[src/rtl/uart_rxbuf_pkg.sv]
package uart_rxbuf_pkg;
  localparam int STAT_W = 8;
  localparam int BIT_RDY = 0;
  localparam int BIT_FE  = 1;
  localparam int BIT_PE  = 2;
  localparam int BIT_OE  = 3;
  localparam int BIT_ERR = 4;
  localparam logic ADDR_STAT = 1'b0;
  localparam logic ADDR_DATA = 1'b1;

  typedef struct packed {
    logic rdy;
    logic fe;
    logic pe;
    logic oe;
    logic err;
  } rx_flags_t;

  function automatic logic f_accept(input logic valid, input logic fe,
                                    input logic pe, input logic err_ok);
    return valid && (err_ok || !(fe || pe));
  endfunction

  function automatic logic [STAT_W-1:0] f_pack(input rx_flags_t f);
    logic [STAT_W-1:0] s;
    s = '0;
    s[BIT_RDY] = f.rdy;
    s[BIT_FE]  = f.fe;
    s[BIT_PE]  = f.pe;
    s[BIT_OE]  = f.oe;
    s[BIT_ERR] = f.err;
    return s;
  endfunction
endpackage

[src/rtl/uart_rxbuf_event.sv]
module uart_rxbuf_event (
  input  logic char_valid,
  input  logic char_ferr,
  input  logic char_perr,
  input  logic err_accept,
  input  logic rdy_q,
  input  logic data_rd,
  input  logic mark_q,
  output logic accept,
  output logic ovr_evt,
  output logic ovr_late
);
  import uart_rxbuf_pkg::*;

  always_comb begin
    accept   = f_accept(char_valid, char_ferr, char_perr, err_accept);
    ovr_evt  = accept && rdy_q && !data_rd;
    ovr_late = ovr_evt && mark_q;
  end
endmodule

[src/rtl/uart_rxbuf_flags.sv]
module uart_rxbuf_flags (
  input  logic clk,
  input  logic rst,
  input  logic char_valid,
  input  logic char_ferr,
  input  logic char_perr,
  input  logic accept,
  input  logic ovr_evt,
  input  logic ovr_late,
  input  logic data_rd,
  input  logic stat_rd,
  output uart_rxbuf_pkg::rx_flags_t flags_q,
  output logic mark_q,
  output logic late_q
);
  import uart_rxbuf_pkg::*;

  rx_flags_t base, nxt;
  logic      late_base;

  always_comb begin
    base      = flags_q;
    late_base = late_q;
    if (data_rd) begin
      base.rdy  = 1'b0;
      base.fe   = 1'b0;
      base.pe   = 1'b0;
      base.err  = 1'b0;
      base.oe   = late_q;
      late_base = 1'b0;
    end
    nxt      = base;
    nxt.rdy  = base.rdy | accept;
    nxt.fe   = base.fe  | (char_valid & char_ferr);
    nxt.pe   = base.pe  | (char_valid & char_perr);
    nxt.oe   = base.oe  | ovr_evt;
    nxt.err  = base.err | (char_valid & (char_ferr | char_perr))
                        | (ovr_evt & !ovr_late);
  end

  always_ff @(posedge clk) begin
    if (rst) begin
      flags_q <= '0;
      mark_q  <= 1'b0;
      late_q  <= 1'b0;
    end else begin
      flags_q <= nxt;
      late_q  <= late_base | ovr_late;
      if (data_rd)      mark_q <= 1'b0;
      else if (stat_rd) mark_q <= 1'b1;
    end
  end
endmodule

[src/rtl/uart_rxbuf_hold.sv]
module uart_rxbuf_hold #(
  parameter int DATA_W = 8
) (
  input  logic              clk,
  input  logic              rst,
  input  logic              load,
  input  logic [DATA_W-1:0] din,
  output logic [DATA_W-1:0] dout
);
  always_ff @(posedge clk) begin
    if (rst)       dout <= '0;
    else if (load) dout <= din;
  end
endmodule

[src/rtl/uart_rxbuf.sv]
module uart_rxbuf #(
  parameter int DATA_W = 8
) (
  input  logic              clk,
  input  logic              rst,
  input  logic              char_valid,
  input  logic [DATA_W-1:0] char_data,
  input  logic              char_ferr,
  input  logic              char_perr,
  input  logic              err_accept,
  input  logic              rx_int_en,
  input  logic              rd_en,
  input  logic              rd_addr,
  output logic [DATA_W-1:0] rd_data,
  output logic              rx_irq
);
  import uart_rxbuf_pkg::*;

  localparam int OUT_W = (DATA_W > STAT_W) ? DATA_W : STAT_W;

  rx_flags_t         flags_q;
  logic              mark_q, late_q;
  logic              accept, ovr_evt, ovr_late;
  logic              data_rd, stat_rd;
  logic [DATA_W-1:0] hold_q;
  logic [OUT_W-1:0]  stat_ext;

  assign data_rd = rd_en && (rd_addr == ADDR_DATA);
  assign stat_rd = rd_en && (rd_addr == ADDR_STAT);

  uart_rxbuf_event u_event (
    .char_valid(char_valid), .char_ferr(char_ferr), .char_perr(char_perr),
    .err_accept(err_accept), .rdy_q(flags_q.rdy), .data_rd(data_rd),
    .mark_q(mark_q), .accept(accept), .ovr_evt(ovr_evt), .ovr_late(ovr_late)
  );

  uart_rxbuf_flags u_flags (
    .clk(clk), .rst(rst), .char_valid(char_valid), .char_ferr(char_ferr),
    .char_perr(char_perr), .accept(accept), .ovr_evt(ovr_evt),
    .ovr_late(ovr_late), .data_rd(data_rd), .stat_rd(stat_rd),
    .flags_q(flags_q), .mark_q(mark_q), .late_q(late_q)
  );

  uart_rxbuf_hold #(.DATA_W(DATA_W)) u_hold (
    .clk(clk), .rst(rst), .load(accept), .din(char_data), .dout(hold_q)
  );

  assign stat_ext = OUT_W'(f_pack(flags_q));

  always_comb begin
    rd_data = '0;
    if (data_rd)      rd_data = hold_q;
    else if (stat_rd) rd_data = stat_ext[DATA_W-1:0];
  end

  assign rx_irq = flags_q.rdy && rx_int_en;
endmodule

[config.mk]
export PLATFORM = sky130hd
export DESIGN_NAME = uart_rxbuf
export DESIGN_NICKNAME = d
export VERILOG_FILES = /design/src/rtl/uart_rxbuf_pkg.sv /design/src/rtl/uart_rxbuf_event.sv /design/src/rtl/uart_rxbuf_flags.sv /design/src/rtl/uart_rxbuf_hold.sv /design/src/rtl/uart_rxbuf.sv
export SDC_FILE = /design/constraint.sdc
export NUM_CORES = 1
export LEC_CHECK = 0
export BUFFER_PORTS_ARGS = -buffer_cell sky130_fd_sc_hd__buf_2
export CORE_MARGIN = 2
export CORE_UTILIZATION = 44
export CTS_CLUSTER_SIZE = 12
export DETAILED_ROUTE_END_ITERATION = 8
export PLACE_DENSITY = 0.83
export SYNTH_ARGS = -nofsm -noshare
export SYNTH_HDL_FRONTEND = slang
export SYNTH_SLANG_ARGS = --single-unit
[constraint.sdc]
create_clock -name clk -period 0.8 [get_ports clk]
set_input_delay 0.08 -clock clk [delete_from_list [all_inputs] [get_ports clk]]
set_output_delay 0.08 -clock clk [all_outputs]
set_load 0.005 [all_outputs]
==> flow_metrics.tcl <==
set metrics [dict create \
    status "finished with violations" \
    failed_checks "negative setup slack" \
    tightest_slew_ns 0.294 \
    antenna_found_initial 0 \
    stdcell_count 143 \
    avgSynthCellArea_um2 10.2 \
    placed_cells 135 \
    fin_ws_ns -0.231 \
    core_um2 1730 \
    n_antenna_cell 0 \
    skew_ns 0.000549 \
    clockBufferDepth 2 \
    rsz0062_at_grt "yes" \
    ios 26 \
    stdcell_area_um2 1100 \
    grt_overflow 0 \
    wl_per_cell_um 14.0 \
    cts_tree "yes" \
    drc 0 \
    grt_util_all_layers_pct 20.4 \
    max_freq_mhz 970 \
    setup_violations 13 \
    vias 748 \
    vias_per_cell 5.23 \
    numPortBuffers 25 \
    cp_top_family "flip-flops" \
    synth_cell_types 24 \
    hpwl_um 1340 \
    end_kind "primary output" \
    die_area_um2 2210 \
    die_y_um 47.0 \
    p_per_area_nw_per_um2 1480 \
    worstPathMaxFanout 4 \
    criticalPathCategory "register to primary output" \
    hp-class "primary input to register" \
    final_common_cell "buf_2" \
    hold_viol_final 0 \
    wl_um 2010 \
    crit_path_start_kind "register" \
    drt_iter0_markers 5 \
    antenna_left 0 \
    num-nets-final 136 \
    cp_data_arrival_time_ns 0.95 \
    final.period_utilization_pct 129 \
    grt_pass1_wl_um 3070 \
    synth_nets 97 \
    crit_path_max_incr_delay_ns 0.37 \
    ys_seq_elements 15 \
    syn2layout_area_growth_pct 35.0 \
    final_cell_mix "buf_2 (25), buf_4 (15), dfxtp_2 (12)" \
    cpMaxStageDelayCell "dfxtp_4" \
    syn_area_um2 812 \
    start_util_pct 47.0 \
    ir_drop_mv 0.852 \
    p_total_mw 1.62 \
    h-tree-depth 1 \
    crit_path_cell_trace "mux2i_1 -> nor2b_1 -> buf_2" \
    slew_viol_final 0 \
    clock-root-buffer "clkbuf_4" \
    drive_gt1_share_pct 62.7 \
    crit_buf_inv 1 \
    cts_buffers 3 \
    die_width_um 47.0 \
    crit_required_ns 0.72 \
    gp_congestion 0.749 \
    firstDrtPassIters 4 \
    slew_headroom_pct 80.3 \
    cts_sinks 15 \
    post-place-ws_ns -0.141 \
    rows 15 \
    utilization_pct 63.5 \
    clk_pin_slew_ns 0.09 \
    maxCapViolCount 0 \
    dpl_cell_area_um2 997 \
    total_leakage_power_nw 0.490 \
    ys_warn_count 0 \
    seq_area_frac_synth_pct 37.0 \
    clk-insertion-delay-late_ns 0.29 \
    syn_inst 80 \
    fin_crit_ns 1.03 \
    grt_max_degree 22 \
    grt_pass1_vias 701 \
]
## worst paths after layout
kind	start	to	slack [ns]	cells after the start
min	char_data[5]	u_hold.dout[5]	0.06	3
min reg2reg	u_hold.dout[5]	u_hold.dout[5]	0.48	2
max	u_flags.flags_q[4]	rd_data[0]	-0.23	3
max reg2reg	u_flags.flags_q[4]	u_flags.flags_q[0]	-0.22	4
## power breakdown
part / switching (mW) / internal, mW / total (mW)
Combinational: 0.170 / 0.186 / 0.355
Sequential: 0.0271 / 0.798 / 0.825
Clock: 0.253 / 0.186 / 0.439
## synthesized netlist by cell type (all sizes together)
cell type / count / share of area [%]
dfxtp: 15 / 37
o21ai: 10 / 9.9
nand2b: 8 / 6.2
nand4b: 8 / 8.6
mux2i: 5 / 6.2
nor2: 5 / 2.3
nor2b: 5 / 3.9
buf: 4 / 5.1
a211oi: 3 / 3.4
a22oi: 3 / 2.8
and3: 3 / 2.3
clkbuf: 3 / 2.6
and2: 2 / 1.7
a21oi: 1 / 0.62
a31oi: 1 / 2.6
a41oi: 1 / 1.1
and3b: 1 / 1.1
nand2: 1 / 0.46
o21bai: 1 / 2.3
## metrics by stage
| stage | hold slack [ns] | TNS (ns) |
|---|---|---|
| 4_1_cts | 0.0567 | -2.14 |
| 2_1_floorplan | 0.241 | 0 |
| 3_3_place_gp | 0.359 | -1.09 |
| 6_report | 0.0590 | -2.15 |
| 5_1_grt | 0.0593 | -2.73 |
| 3_5_place_dp | 0.360 | -1.30 |
## flip-flops by register name, indices dropped and copies added (netlist names)
name             flops
u_flags.late_q       1
u_hold.dout          8
u_flags.mark_q       1
u_flags.flags_q      5
## kinds of logic (layout without fill, tap and decap cells)
| logic type | after synthesis | count (layout) | share of synthesized area (%) |
|---|---|---|---|
| AO/OA/AOI/OAI | 20 | 20 | 22.6 |
| buffers and inverters | 7 | 45 | 7.70 |
| flip-flops | 15 | 15 | 37.0 |
| multiplexers | 5 | 5 | 6.16 |
| AND/OR/NAND/NOR | 33 | 33 | 26.5 |
## worst register-to-register path, cell delays in order (launching register included)
cell     delay (ns)
dfxtp_4        0.36
buf_4          0.14
and3b_1        0.19
o21ai_2        0.15
a21oi_2        0.07
## area by class of cell
| class | instances | area, um2 |
|---|---|---|
| Multi-Input combinational cell | 58 | 469 |
| Fill cell | 140 | 631 |
| Clock buffer | 3 | 22.5 |
| Timing Repair Buffer | 41 | 249 |
| Tap cell | 25 | 31.3 |
| Sequential cell | 15 | 319 |
| Clock inverter | 1 | 5.00 |
## repair_timing
action,in CTS,in global routing
gates resized for setup,16,3
pin swaps,5,1
endpoints found under the setup margin,12,14
hold endpoints to repair,0,0
cloned,0,0
setup buffers,4,0
hold buffers,0,0
## metal layers
| layer | track usage [%] | share of wire (%) | vias up | wire length [um] |
|---|---|---|---|---|
| met2 | 34.8 | 52 | 21 | 1040 |
| met4 | 15.0 | 3.7 | 0 | 75 |
| li1 | - | - | 373 | - |
| met3 | 2.69 | 3.1 | 9 | 63 |
| met5 | 0 | 0 | - | 0 |
| met1 | 23.0 | 41 | 345 | 827 |
No activity file was read; power rests on OpenSTA's default activity.
